`src/rtl/flash_cmd_pkg.sv`:
```
// Shared types for the flash command controller: mode codes, operation
// kinds, unlock-sequence steps, command bytes and the decoded event bundle.
package flash_cmd_pkg;

    typedef enum logic [2:0] {
        MD_READ      = 3'd0,
        MD_AUTO      = 3'd1,
        MD_PROG      = 3'd2,
        MD_ERASE     = 3'd3,
        MD_SUSP      = 3'd4,
        MD_SUSP_AUTO = 3'd5,
        MD_SUSP_PROG = 3'd6
    } mode_e;

    typedef enum logic [1:0] {
        OK_PROG = 2'd0,
        OK_SECT = 2'd1,
        OK_CHIP = 2'd2
    } opkind_e;

    typedef enum logic [2:0] {
        SQ_IDLE, SQ_U1, SQ_U2, SQ_PDATA, SQ_E1, SQ_E2, SQ_E3
    } seq_e;

    localparam logic [7:0] CMD_KEY1   = 8'hAA;
    localparam logic [7:0] CMD_KEY2   = 8'h55;
    localparam logic [7:0] CMD_PROG   = 8'hA0;
    localparam logic [7:0] CMD_AUTO   = 8'h90;
    localparam logic [7:0] CMD_ERASE  = 8'h80;
    localparam logic [7:0] CMD_CHIP   = 8'h10;
    localparam logic [7:0] CMD_SECT   = 8'h30;
    localparam logic [7:0] CMD_RESET  = 8'hF0;
    localparam logic [7:0] CMD_SUSP   = 8'hB0;
    localparam logic [7:0] CMD_RESUME = 8'h30;

    typedef struct packed {
        logic prog;
        logic autosel;
        logic sect;
        logic chip;
        logic rst;
        logic susp;
        logic resume;
    } evt_t;

endpackage

```
`src/rtl/fcs_seq_tracker.sv`:
```
// Unlock-sequence tracker. Follows the address/data handshake of command
// writes and emits one decoded event per completed command.
// Assumes: mode_i is the registered mode; sequences only run in read array
// or erase suspend, and any write in another mode returns the step to idle.
module fcs_seq_tracker
    import flash_cmd_pkg::*;
#(
    parameter int AW    = 16,
    parameter int DW    = 8,
    parameter int CMP_W = 11
) (
    input  logic          clk,
    input  logic          rst_n,
    input  logic          wr_en,
    input  logic [AW-1:0] wr_addr,
    input  logic [DW-1:0] wr_data,
    input  mode_e         mode_i,
    output evt_t          ev_o
);
    localparam logic [CMP_W-1:0] ADDR_A = CMP_W'('h555);
    localparam logic [CMP_W-1:0] ADDR_B = CMP_W'('h2AA);

    seq_e seq_q, seq_d;
    evt_t ev;
    logic at_a, at_b, base;

    assign at_a = (wr_addr[CMP_W-1:0] == ADDR_A);
    assign at_b = (wr_addr[CMP_W-1:0] == ADDR_B);
    assign base = (mode_i == MD_READ) || (mode_i == MD_SUSP);

    // Next step and command events from the current write.
    always_comb begin
        seq_d = seq_q;
        ev    = '0;
        if (wr_en) begin
            seq_d = SQ_IDLE;
            if (!base) begin
                if (wr_data == CMD_RESET &&
                    (mode_i == MD_AUTO || mode_i == MD_SUSP_AUTO)) ev.rst = 1'b1;
                if (wr_data == CMD_SUSP && mode_i == MD_ERASE) ev.susp = 1'b1;
            end else if (wr_data == CMD_RESET) begin
                ev.rst = 1'b1;
            end else begin
                case (seq_q)
                    SQ_IDLE: begin
                        if (at_a && wr_data == CMD_KEY1) seq_d = SQ_U1;
                        else if (mode_i == MD_SUSP && wr_data == CMD_RESUME) ev.resume = 1'b1;
                    end
                    SQ_U1: if (at_b && wr_data == CMD_KEY2) seq_d = SQ_U2;
                    SQ_U2: begin
                        if (at_a) begin
                            if (wr_data == CMD_PROG) seq_d = SQ_PDATA;
                            else if (wr_data == CMD_AUTO) ev.autosel = 1'b1;
                            else if (wr_data == CMD_ERASE && mode_i == MD_READ) seq_d = SQ_E1;
                        end
                    end
                    SQ_PDATA: ev.prog = 1'b1;
                    SQ_E1: if (at_a && wr_data == CMD_KEY1) seq_d = SQ_E2;
                    SQ_E2: if (at_b && wr_data == CMD_KEY2) seq_d = SQ_E3;
                    SQ_E3: begin
                        if (at_a && wr_data == CMD_CHIP) ev.chip = 1'b1;
                        else if (wr_data == CMD_SECT) ev.sect = 1'b1;
                    end
                    default: seq_d = SQ_IDLE;
                endcase
            end
        end
    end

    // Step register.
    always_ff @(posedge clk) begin
        if (!rst_n) seq_q <= SQ_IDLE;
        else        seq_q <= seq_d;
    end

    assign ev_o = ev;

    AST_SEQ_IDLE_OUTSIDE_BASE: assert property (@(posedge clk) disable iff (!rst_n)
        !base |-> seq_q == SQ_IDLE);

endmodule

```
`src/rtl/fcs_sector_mask.sv`:
```
// Records which sectors a started erase covers, so that reads during erase
// suspend can be steered to status for those sectors only.
// Assumes: erase starts arrive only from read array; clear marks the end of
// the erase.
module fcs_sector_mask
    import flash_cmd_pkg::*;
#(
    parameter int AW     = 16,
    parameter int SECT_W = 4
) (
    input  logic          clk,
    input  logic          rst_n,
    input  logic          set_sect,
    input  logic          set_all,
    input  logic [AW-1:0] set_addr,
    input  logic          clear,
    input  logic [AW-1:0] rd_addr,
    input  mode_e         mode_i,
    output logic          hit_o
);
    localparam int NSECT = 1 << SECT_W;

    logic [NSECT-1:0] mask_q;
    logic [SECT_W-1:0] set_idx, rd_idx;

    assign set_idx = set_addr[AW-1 -: SECT_W];
    assign rd_idx  = rd_addr[AW-1 -: SECT_W];

    // One flag per sector, set on erase start, cleared at erase end.
    for (genvar s = 0; s < NSECT; s++) begin : g_sect
        always_ff @(posedge clk) begin
            if (!rst_n || clear)                                  mask_q[s] <= 1'b0;
            else if (set_all || (set_sect && set_idx == SECT_W'(s))) mask_q[s] <= 1'b1;
        end
    end

    assign hit_o = mask_q[rd_idx];

    AST_MASK_EMPTY_WHEN_IDLE: assert property (@(posedge clk) disable iff (!rst_n)
        (mode_i == MD_READ || mode_i == MD_AUTO || mode_i == MD_PROG) |-> mask_q == '0);

endmodule

```
`src/rtl/fcs_mode_ctrl.sv`:
```
// Mode register and engine interface. Applies decoded events and engine
// completion to the mode, and registers the start/suspend/resume pulses.
// Assumes: the engine signals completion by dropping busy after holding it.
module fcs_mode_ctrl
    import flash_cmd_pkg::*;
#(
    parameter int AW = 16,
    parameter int DW = 8
) (
    input  logic          clk,
    input  logic          rst_n,
    input  evt_t          ev_i,
    input  logic          eng_busy,
    input  logic [AW-1:0] wr_addr,
    input  logic [DW-1:0] wr_data,
    output mode_e         mode_o,
    output logic          op_start,
    output opkind_e       op_kind,
    output logic [AW-1:0] op_addr,
    output logic [DW-1:0] op_data,
    output logic          susp_pulse,
    output logic          resume_pulse,
    output logic          erase_done
);
    mode_e mode_q, mode_d;
    logic  busy_q, done, start_d;

    assign done    = busy_q && !eng_busy;
    assign start_d = ev_i.prog || ev_i.sect || ev_i.chip;
    assign erase_done = (mode_q == MD_ERASE) && done;

    // Mode transitions; completion outranks a suspend in the same cycle.
    always_comb begin
        mode_d = mode_q;
        case (mode_q)
            MD_READ: begin
                if (ev_i.prog)                     mode_d = MD_PROG;
                else if (ev_i.autosel)             mode_d = MD_AUTO;
                else if (ev_i.sect || ev_i.chip)   mode_d = MD_ERASE;
            end
            MD_AUTO:      if (ev_i.rst) mode_d = MD_READ;
            MD_PROG:      if (done)     mode_d = MD_READ;
            MD_ERASE: begin
                if (done)           mode_d = MD_READ;
                else if (ev_i.susp) mode_d = MD_SUSP;
            end
            MD_SUSP: begin
                if (ev_i.prog)         mode_d = MD_SUSP_PROG;
                else if (ev_i.autosel) mode_d = MD_SUSP_AUTO;
                else if (ev_i.resume)  mode_d = MD_ERASE;
            end
            MD_SUSP_AUTO: if (ev_i.rst) mode_d = MD_SUSP;
            MD_SUSP_PROG: if (done)     mode_d = MD_SUSP;
            default:      mode_d = MD_READ;
        endcase
    end

    // Mode, busy history and one-cycle pulses.
    always_ff @(posedge clk) begin
        if (!rst_n) begin
            mode_q       <= MD_READ;
            busy_q       <= 1'b0;
            op_start     <= 1'b0;
            susp_pulse   <= 1'b0;
            resume_pulse <= 1'b0;
        end else begin
            mode_q       <= mode_d;
            busy_q       <= eng_busy;
            op_start     <= start_d;
            susp_pulse   <= (mode_q == MD_ERASE) && ev_i.susp && !done;
            resume_pulse <= (mode_q == MD_SUSP) && ev_i.resume;
        end
    end

    // Operation descriptor captured with each start.
    always_ff @(posedge clk) begin
        if (!rst_n) begin
            op_kind <= OK_PROG;
            op_addr <= '0;
            op_data <= '0;
        end else if (start_d) begin
            op_kind <= ev_i.prog ? OK_PROG : (ev_i.sect ? OK_SECT : OK_CHIP);
            op_addr <= wr_addr;
            op_data <= wr_data;
        end
    end

    assign mode_o = mode_q;

    AST_START_SINGLE: assert property (@(posedge clk) disable iff (!rst_n)
        op_start |=> !op_start);
    AST_AUTO_HOLD: assert property (@(posedge clk) disable iff (!rst_n)
        (mode_q == MD_AUTO && !ev_i.rst) |=> mode_q == MD_AUTO);
    AST_DONE_BEATS_SUSPEND: assert property (@(posedge clk) disable iff (!rst_n)
        (mode_q == MD_ERASE && busy_q && !eng_busy) |=> (mode_q == MD_READ && !susp_pulse));
    AST_SUSP_PULSE_MODE: assert property (@(posedge clk) disable iff (!rst_n)
        susp_pulse |-> mode_q == MD_SUSP);

endmodule

```
`src/rtl/flash_cmd_fsm.sv`:
```
// Top of the flash command controller: sequence tracker, mode control and
// suspended-sector memory, plus the read status select.
// Assumes: one command write per wr_en cycle; engine busy follows op_start.
module flash_cmd_fsm
    import flash_cmd_pkg::*;
#(
    parameter int AW     = 16,
    parameter int DW     = 8,
    parameter int CMP_W  = 11,
    parameter int SECT_W = 4
) (
    input  logic          clk,
    input  logic          rst_n,
    input  logic          wr_en,
    input  logic [AW-1:0] wr_addr,
    input  logic [DW-1:0] wr_data,
    input  logic          eng_busy,
    input  logic [AW-1:0] rd_addr,
    output logic [2:0]    mode_o,
    output logic          op_start,
    output logic [1:0]    op_kind,
    output logic [AW-1:0] op_addr,
    output logic [DW-1:0] op_data,
    output logic          susp_pulse,
    output logic          resume_pulse,
    output logic          rd_status
);
    evt_t    ev;
    mode_e   mode;
    opkind_e kind;
    logic    erase_done, sect_hit, busy_mode;

    fcs_seq_tracker #(.AW(AW), .DW(DW), .CMP_W(CMP_W)) u_track (
        .clk(clk), .rst_n(rst_n), .wr_en(wr_en), .wr_addr(wr_addr),
        .wr_data(wr_data), .mode_i(mode), .ev_o(ev)
    );

    fcs_mode_ctrl #(.AW(AW), .DW(DW)) u_ctrl (
        .clk(clk), .rst_n(rst_n), .ev_i(ev), .eng_busy(eng_busy),
        .wr_addr(wr_addr), .wr_data(wr_data), .mode_o(mode),
        .op_start(op_start), .op_kind(kind), .op_addr(op_addr),
        .op_data(op_data), .susp_pulse(susp_pulse),
        .resume_pulse(resume_pulse), .erase_done(erase_done)
    );

    fcs_sector_mask #(.AW(AW), .SECT_W(SECT_W)) u_mask (
        .clk(clk), .rst_n(rst_n), .set_sect(ev.sect), .set_all(ev.chip),
        .set_addr(wr_addr), .clear(erase_done), .rd_addr(rd_addr),
        .mode_i(mode), .hit_o(sect_hit)
    );

    // Status select for the read path.
    assign busy_mode = (mode == MD_PROG) || (mode == MD_ERASE) || (mode == MD_SUSP_PROG);
    assign rd_status = busy_mode || (mode == MD_SUSP && sect_hit);
    assign mode_o    = mode;
    assign op_kind   = kind;

    AST_BUSY_WRITE_IGNORED: assert property (@(posedge clk) disable iff (!rst_n)
        (mode_o == 3'd2 && wr_en && eng_busy) |=> mode_o == 3'd2);
    AST_RESET_STATE: assert property (@(posedge clk)
        !rst_n |=> (mode_o == 3'd0 && !op_start && !susp_pulse));

endmodule

```
`config.mk`:
```
export PLATFORM = sky130hd
export DESIGN_NAME = flash_cmd_fsm
export DESIGN_NICKNAME = d
export VERILOG_FILES = /design/src/rtl/flash_cmd_pkg.sv /design/src/rtl/fcs_seq_tracker.sv /design/src/rtl/fcs_sector_mask.sv /design/src/rtl/fcs_mode_ctrl.sv /design/src/rtl/flash_cmd_fsm.sv
export SDC_FILE = /design/constraint.sdc
export NUM_CORES = 1
export LEC_CHECK = 0
export BUFFER_PORTS_ARGS = -buffer_cell sky130_fd_sc_hd__buf_2
export CORE_UTILIZATION = 40
export CTS_BUF_LIST = sky130_fd_sc_hd__clkbuf_2
export DETAILED_ROUTE_END_ITERATION = 12
export GPL_TIMING_DRIVEN = 1
export PLACE_DENSITY = 0.67
export SYNTH_ARGS = -nofsm -noshare
export SYNTH_HDL_FRONTEND = slang
export SYNTH_HIERARCHICAL = 1
export SYNTH_SLANG_ARGS = --single-unit
```
`constraint.sdc`:
```
create_clock -name clk -period 2.1 [get_ports clk]
set_input_delay 0.315 -clock clk [delete_from_list [all_inputs] [get_ports clk]]
set_output_delay 0.315 -clock clk [all_outputs]
set_load 0.005 [all_outputs]
```
## Yosys cells after proc, flatten, opt, wreduce, memory -nomap -nowiden

Cells that the tools add are included.

| storage, ports and cells | value |
|---|---|
| output and inout port bits | 33 |
| flip-flop bits (word level) | 52 |
| logic and storage cells | 182 |

| cells by class | value |
|---|---|
| mux-type cells | 50 |
| reductions and logical operators | 61 |
| order comparisons | 1 |
| equality and inequality tests | 45 |

Operators by type and width:

| cell | number |
|---|---|
| $mux W3 | 20 |
| $eq A8 B8 Y1 const B | 6 |
| $eq A4 B4 Y1 const B | 8 |
| $logic_and A1 B1 Y1 | 29 |
| $logic_or A1 B1 Y1 | 25 |
| $pmux W3 S7 | 1 |
| $mux W1 | 20 |
| $eq A3 B3 Y1 const B | 6 |
| $eq A4 B3 Y1 const B | 4 |
| $pmux W3 S5 | 1 |
| $eq A3 B2 Y1 const B | 4 |
| $eq A11 B10 Y1 const B | 1 |
| $eq A11 B11 Y1 const B | 1 |
| $eq A4 B2 Y1 const B | 2 |
| $eq A8 B5 Y1 const B | 1 |
| $eq A8 B6 Y1 const B | 1 |
| $eq A8 B7 Y1 const B | 1 |
| $mux W2 | 4 |
| $mux W4 | 2 |
| $ne A4 B2 Y1 const B | 2 |
| $mux W7 | 1 |
| $reduce_and A7 Y1 | 1 |
| $eq A3 B1 Y1 const B | 2 |
| $logic_not A3 Y1 | 2 |
| other kinds (8) | 12 |

## Logic depth before layout (Yosys ltp)

Gate-level depths: netlist of the first run.

| depth | value |
|---|---|
| depth after elaboration | 13 |
| depth in mapped cells | 10 |

## Modules after synthesis

The synthesis of the first run kept the hierarchy.

Modules (own cells, without submodules):

| module | instances | sequential area each (um^2) | area an instance (um^2) | cells each |
|---|---|---|---|---|
| fcs_mode_ctrl | 1 | 660.6 | 1315.0 | 154 |
| fcs_sector_mask | 1 | 320.3 | 759.5 | 74 |
| fcs_seq_tracker | 1 | 60.1 | 446.7 | 60 |
| flash_cmd_fsm | 1 | 0.0 | 10.0 | 2 |

## Least setup slack after synthesis of the first run

Ideal clock, no wire load.

| timing | value |
|---|---|
| path kind | reg2reg |
| start point | reg u_ctrl.mode_q[0] (netlist: u_ctrl/mode_o[0]) |
| end point | reg u_ctrl.op_addr[2] |
| setup slack | -0.055 ns |
| data arrival time | 2.080 ns |
| data required time | 2.024 ns |
| setup time | 0.076 ns |
| cell stages (with the launch flop) | 11 |
| clock period less this slack | 2.155 ns |
| cell sequence | dfxtp_1 > nor2_1 > nand3_1 > a21o_1 > nor4_1 > and2_1 > or3_1 > clkbuf_1 > buf_2 > nand2_1 > a21boi_0 |

RTL lines:

| element | line | RTL |
|---|---|---|
| from (decl) | fcs_mode_ctrl.sv:25 | `mode_e mode_q, mode_d;` |
| from (signal assigned) | fcs_mode_ctrl.sv:67 | `mode_q <= mode_d;` |
| to (signal assigned) | fcs_mode_ctrl.sv:83 | `op_addr <= wr_addr;` |
| to (decl) | fcs_mode_ctrl.sv:19 | `output logic [AW-1:0] op_addr,` |

## Final worst setup path of the first run

| timing | value |
|---|---|
| start point | reg u_mask.mask_q[12] |
| end point | out rd_status |

| between the ends | value |
|---|---|
| longest elaborated chain between the ends | 4 |

RTL lines:

| element | line | RTL |
|---|---|---|
| from (decl) | fcs_sector_mask.sv:23 | `logic [NSECT-1:0] mask_q;` |
| from (signal, indexed assignment) | fcs_sector_mask.sv:32 | `if (!rst_n \|\| clear) mask_q[s] <= 1'b0;` |
| from (signal, indexed assignment) | fcs_sector_mask.sv:33 | `else if (set_all \|\| (set_sect && set_idx == SECT_W'(s))) mask_q[s] <= 1'b1;` |
| $bmux W1 S4 | fcs_sector_mask.sv:37 | `assign hit_o = mask_q[rd_idx];` |
| $mux W1 (implied by the code) | fcs_sector_mask.sv:37 |  |
| named net sect_hit | flash_cmd_fsm.sv:31 | `logic erase_done, sect_hit, busy_mode;` |
| $logic_and A1 B1 Y1 | flash_cmd_fsm.sv:54 | `assign rd_status = busy_mode \|\| (mode == MD_SUSP && sect_hit);` |
| $logic_or A1 B1 Y1 | flash_cmd_fsm.sv:54 |  |
| to (decl) | flash_cmd_fsm.sv:26 | `output logic rd_status` |

The timed path passes the listed nets, and every way through them passes these cells. The select of a mux whose other input is x is not followed.

==> results of run 1 <==
[power by group]
part / switching (µW) / total [µW] / internal (µW)
registers: 0.416 / 991 / 991
clock network: 314 / 389 / 74.9
logic: 73.8 / 139 / 65.0
[worst max-delay path: cells and delay by family (launching register included)]
family	cells	cell delay [ns]
DFF	1	0.38
muxes	3	0.72
AOI/OAI and AO/OA	2	0.19
buffers and inverters	1	0.14
[timing repair]
| item | in CTS | in global routing |
|---|---|---|
| endpoints found under the setup margin | 1 | 45 |
| gates resized for setup | 9 | 8 |
| pin swaps | 1 | 1 |
[layout make-up]
cell class                      count  share of cell area [%]
Clock buffer                        5                   0.780
Clock inverter                      3                   0.429
Inverter                            4                   0.468
Multi-Input combinational cell    218                    44.6
Sequential cell                    52                    32.7
Tap cell                           75                    2.93
Timing Repair Buffer               98                    18.1
[stage by stage]
step	std cells	setup TNS [ns]	utilization (%)	setup slack, ns
after floorplan	290	0	-	0.0231
after global placement	447	-7.27	52.1	-0.253
after detailed placement	447	-7.10	52.1	-0.259
after CTS	455	-0.100	52.6	-0.100
after global routing	455	-0.264	53.2	-0.260
final	455	-0.0608	53.2	-0.0608
[layer usage]
layer | vias up | track usage [%] | routed length (µm)
li1 | 1218 | - | -
met1 | 1166 | 28.6 | 3190
met2 | 79 | 32.5 | 2990
met3 | 4 | 4.67 | 372
met4 | 0 | 5.71 | 44
met5 | - | 0 | 0
[worst max path at each step]
stage / from / endpoint / slack [ns] / depth (start not counted)
global route: u_mask/mask_q[15]$_SDFFE_PP0P_ / rd_status / -0.26 / 6
detailed placement: wr_data[1] / u_ctrl/op_addr[7]$_SDFFE_PN0P_ / -0.26 / 10
CTS: u_mask/mask_q[15]$_SDFFE_PP0P_ / rd_status / -0.10 / 6
floorplan: wr_data[1] / u_ctrl/op_start$_SDFF_PN0_ / 0.02 / 9
global placement: wr_data[1] / u_ctrl/mode_o[2]$_SDFFE_PN0P_ / -0.25 / 10
finish: u_mask/mask_q[12]$_SDFFE_PP0P_ / rd_status / -0.06 / 6
[kinds of logic after synthesis]
| family | Yosys count | share of synthesized area, % |
|---|---|---|
| flops | 52 | 41.1 |
| simple gates | 155 | 33.1 |
| mux | 9 | 6.13 |
| compound gates | 54 | 16.3 |
| buf+inv | 20 | 3.36 |
[state kept, by name, indices dropped and copies added (netlist names)]
register and cells:
u_ctrl/susp_pulse 1, u_ctrl/op_addr 16, u_ctrl/mode_o 3, u_track/seq_q 3, u_ctrl/resume_pulse 1, u_ctrl/op_start 1, u_ctrl/op_kind 2, u_ctrl/busy_q 1
u_ctrl/op_data 8, u_mask/mask_q 16
[layout by cell type (no fill, tap or decap), drive strengths merged, types with 2 or more instances in the layout]
cell type	n
inv	4
buf	98
clkbuf	5
nor3	9
nor4	6
nand2b	8
and4	2
nand4b	2
mux4	4
and4bb	2
or3	3
nand3	8
clkinv	3
o31a	11
nand3b	2
nand2	58
nand4	8
a21boi	24
nor2	26
a311oi	3
and2	4
mux2i	5
nor4bb	2
nor2b	4
and3	3
a21oi	5
dfxtp	52
a31o	2
nor3b	5
==> results.toml, run 1 <==
[timing]
finalHoldViolCount = 0
drv_slew = 0
period_share_pct = 103
max_freq_mhz = 463
relSlewSlack_pct = 73.5
setup_viol = 1
layout_setup_ws_ns = -0.0608
rsz0062_at_grt = "true"
worstMarginPinSlew_ns = 0.398
fin_hold_ws_ns = 0.107
fin_crit_ns = 2.16
fin_skew_ns = 0.0184

[cells_and_area]
fillers = 589
fin_area_mm2 = 0.00321
multi_input_area_mm2 = 0.00143
diodes = 0
drive_gt1_share_pct = 34.7
regArea_mm2 = 0.00105
final_net_count = 423
area_delta_synth_final_pct = 26.7

[synth]
yosysWarnings = 6
synthTopCellsByArea = "dfxtp_1 41%, nand2_1 8.6%, a21boi_0 6.2%, mux4_1 4.2%, nor2_1 3.9%"
synthFlopType = "dfxtp_1"
synth.distinct_cells = 50
ys_ff_latch = 52
yosysTopAreaCellShare_pct = 41.1
syn_nets = 334
post-synth-top-area-cell = "dfxtp_1"
synthTopCellsByCount = "58 x nand2_1, 52 x dfxtp_1, 26 x nor2_1"
synth_most_common_cell = "nand2_1"
synth_area_mm2 = 0.00253
syn_avg_cell_area_um2 = 8.73
synth-edff-count = 0
synthCells = 290
ys_seq_area_share_pct = 41.1
async_flop_share_pct = 0

[drt]
wl_per_cell_um = 14.5
viasPerCell = 5.42
drt_first_pass_iters = 4
postRouteAntennaNets = 0
dr_total_vias = 2467
routed_wl_um = 6600
drt_iter0_markers = 209
route.detailed.drc = 0

[die]
die_w_um = 81.6
fp.dieH_um = 81.6
fp-row-count = 28
start_util_pct = 42.0
fp.dieArea_mm2 = 0.00665
core_mm2 = 0.00603
pin_count = 77

[critical_path]
cp_cell_sequence = "mux4_2, mux2i_1, mux2i_1, a21oi_1, a21oi_1, buf_2"
worstSetupStartpointType = "flop"
rr_endpoint = "u_mask/mask_q[1]$_SDFFE_PP0P_"
r2r_slack_ns = 0.10
path_max_fanout = 2
regToRegStartpoint = "u_ctrl/mode_o[1]$_SDFFE_PN0P_"
critPathMaxStageDelay_ns = 0.46
reg2reg_depth = 9
critPathKind = "reg -> out"
end_kind = "output pin"
crit_slowest_cell = "mux4_2"
arrival_ns = 1.85
crit_required_ns = 1.78

[placed_design]
gp_congestion = 0.855
io_buffers = 64
placedInstanceArea_mm2 = 0.00314
hpwl_um = 4860

[clock_tree]
root_buffer = "clkbuf_2"
insertion_delay_ns = 0.44
clockBufferDepth = 2
cts-hold-fix-buffers = 0
cts_tree = "yes"
htreeDepth = 2
numCtsBuffers = 5
cts.sinks = 52
clk_pin_slew_ns = 0.24
cts_setup_buffers = 0

[outcome]
status = "finished with violations"
failed_checks = "setup timing"

[grt]
grt_use_total_pct = 20.8
grt_overflow_total = 0
antenna_found_initial = 0
grt_pass1_vias = 2322
grt_pass1_wl_um = 10700
grt_max_degree = 22

[pwr]
p_leak_uw = 0.00133
irDropWorstVdd_mv = 0.340
total_power_uw = 1520
p_per_area_mw_per_mm2 = 474

[hold_path]
hold_class = "in -> reg"
min_to = "u_ctrl/busy_q$_SDFF_PN0_"
hp-start = "eng_busy"
holdPathStages = 2

[job]
max_cap_violations = 0
Power figures use the tool's default switching activity.
==> run 2, diff against run 1 <==
- SYNTH_HIERARCHICAL: 1 -> unset
==> run 2 against run 1 <==
The run still ends with setup timing left. Cell count decreased by 11%. Global-route usage decreased by 1.2 points. Synthesized area increased by 0.94%. Clock power increased by 6.7%. Via count decreased by 8.2%. Hold slack got worse by 0.022 ns. Register-to-register slack improved by 0.10 ns. First-iteration DRC count decreased by 40%. Maximum frequency decreased by 10%. Flip-flop and latch count unchanged. Combinational power decreased by 9%. Critical path depth decreased by 1. Critical path type unchanged. Largest power group unchanged. Highest routed layer unchanged.
==> results.toml, run 2 <==
[outcome]
status = "finished with violations"
failed_checks = "setup timing"

[pwr]
p_sw_uw = 408
seq_power_share_pct = 64.7
total_power_uw = 1530
power_frac_comb_pct = 8.2
p_int_uw = 1130
clkPwrFrac_pct = 27.1
p_sw_share_pct = 26.6
p_leak_uw = 0.00141
p_per_area_mw_per_mm2 = 507
irDropWorstVdd_mv = 0.256

[synth]
ys_seq_area_share_pct = 40.7
syn_nets = 309
synthTopCellsByArea = "dfxtp_1 41%, mux2i_1 9.8%, nor2_1 5.7%, o31a_1 5.5%, mux4_2 4.4%"
synth.distinct_cells = 55
synth_most_common_cell = "dfxtp_1"
synth_area_mm2 = 0.00255
post-synth-top-area-cell = "dfxtp_1"
syn_avg_cell_area_um2 = 9.64
synthTopCellsByCount = "52 x dfxtp_1, 39 x nor2_1, 25 x mux2i_1"
synthFlopType = "dfxtp_1"
yosysTopAreaCellShare_pct = 40.7
ys_ff_latch = 52
yosysWarnings = 0
synth-edff-count = 0
synthCells = 265
async_flop_share_pct = 0

[die]
fp.dieArea_mm2 = 0.00671
fp-row-count = 28
core_mm2 = 0.00603
pin_count = 77
start_util_pct = 42.4
fp.dieH_um = 81.9
die_w_um = 81.9

[critical_path]
r2r_slack_ns = 0.20
crit_required_ns = 1.78
arrival_ns = 2.09
reg2reg_depth = 5
rr_endpoint = "u_track.seq_q[2]$_SDFFE_PN0P_"
path_max_fanout = 2
critPathKind = "reg -> out"
end_kind = "output pin"
regToRegStartpoint = "u_ctrl.mode_o[0]$_SDFFE_PN0P_"
worstSetupStartpointType = "flop"

[cells_and_area]
area_delta_synth_final_pct = 18.3
fin_util_pct = 50.1
diodes = 0
fin_area_mm2 = 0.00302
final_net_count = 375
final_cell_mix = "64 x buf_2, 49 x dfxtp_1, 39 x nor2_1, 25 x mux2i_1, 16 x o31a_1"
drive_gt1_share_pct = 32.8
reg.largest.list = "u_ctrl.op_addr x16, u_mask.mask_q x16, u_ctrl.op_data x8"
layout_commonest_cell = "buf_2"

[timing]
fin_hold_ws_ns = 0.0848
layout_setup_ws_ns = -0.309
fin_crit_ns = 2.41
relSlewSlack_pct = 71.5
rsz0062_at_grt = "true"
setup_viol = 1
max_freq_mhz = 415
finalSetupTns_ns = -0.309
fin_skew_ns = 0.0132
finalHoldViolCount = 0
drv_slew = 0
period_share_pct = 115
worstMarginPinSlew_ns = 0.427

[grt]
grt_overflow_total = 0
antenna_found_initial = 0
gr-usage-met3_pct = 5.00
grt.busiest_layer = "met2"
grt_use_met1_pct = 26.1
grt_pass1_wl_um = 10100
grt_pass1_vias = 2108
grt_use_met2_pct = 30.9
grt_use_total_pct = 19.6
grt_max_degree = 32

[clock_tree]
htreeDepth = 2
cts_setup_buffers = 0
numCtsBuffers = 5
clk_pin_slew_ns = 0.27
cts-hold-fix-buffers = 0
clockBufferDepth = 2
insertion_delay_ns = 0.45
root_buffer = "clkbuf_2"
cts_tree = "yes"
cts.sinks = 52

[placed_design]
io_buffers = 64
placedInstanceArea_mm2 = 0.00296
hpwl_um = 4580
gp_congestion = 0.870

[hold_path]
hp-start = "wr_addr[11]"
holdPathStages = 3
hold_class = "in -> reg"
min_to = "u_ctrl.op_addr[11]$_SDFFE_PN0P_"

[drt]
wl_per_cell_um = 15.0
drt_iter0_markers = 126
drt_first_pass_iters = 4
routed_wl_um = 6090
dr_total_vias = 2264
postRouteAntennaNets = 0
viasPerCell = 5.56
route.detailed.drc = 0

[job]
max_cap_violations = 0
run 2: routing by layer:
| layer | routed length [µm] | vias up |
|---|---|---|
| met5 | 0 | - |
| met4 | 60 | 0 |
| met3 | 303 | 8 |
| met2 | 2840 | 57 |
| met1 | 2880 | 1087 |
| li1 | - | 1112 |
run 2: area by class of cell:
class                      count  area (µm²)
tap                           75        93.8
fill                         591        3000
clock buffer                   5        25.0
clock inverter                 3        21.3
sequential                    52        1040
inverter                       9        33.8
multi-input combinational    191        1410
timing repair buffer          72         393
run 2: what timing repair did:
action / in CTS / in global routing
pin swaps: 1 / 0
gates resized for setup: 2 / 3
endpoints found under the setup margin: 1 / 1
run 2: worst max-delay path, stage by stage, from the launching register on:
cell     delay [ns]
dfxtp_2        0.39
mux4_2         0.45
mux4_2         0.49
a21oi_2        0.15
a21oi_2        0.04
buf_2          0.14
run 2: power by group through the flow:
stage	Clock, µW	Combinational, µW	Sequential [µW]
floorplan	0	57.9	1010
global placement	0	126	1010
detailed placement	0	126	1010
CTS	437	126	993
global route	473	140	994
finish	415	126	992
run 2: how the worst max path moves through the flow:
stage | startpoint | to | slack, ns | cells after the start
3_3_place_gp | rd_addr[13] | rd_status | 0.03 | 6
5_1_grt | u_mask.mask_q[15]$_SDFFE_PP0P_ | rd_status | -0.45 | 5
4_1_cts | u_mask.mask_q[3]$_SDFFE_PP0P_ | rd_status | -0.33 | 5
3_5_place_dp | rd_addr[13] | rd_status | 0.01 | 6
2_1_floorplan | u_ctrl.mode_o[0]$_SDFFE_PN0P_ | u_track.seq_q[2]$_SDFFE_PN0P_ | 0.33 | 6
6_report | u_mask.mask_q[15]$_SDFFE_PP0P_ | rd_status | -0.31 | 5
run 2: cells by family after synthesis:
family                 count (synthesis)  synth area share, %
AO/OA/AOI/OAI                         42                 12.9
XOR/XNOR                               1                0.343
buffers and inverters                 22                 4.36
flip-flops                            52                 40.7
multiplexers                          30                 14.2
AND/OR/NAND/NOR                      118                 27.4
run 2: through the flow:
stage / cells / setup WS (ns)
4_1_cts: 407 / -0.332
6_report: 407 / -0.309
2_1_floorplan: 265 / 0.328
5_1_grt: 407 / -0.453
3_5_place_dp: 399 / 0.0135
3_3_place_gp: 399 / 0.0303
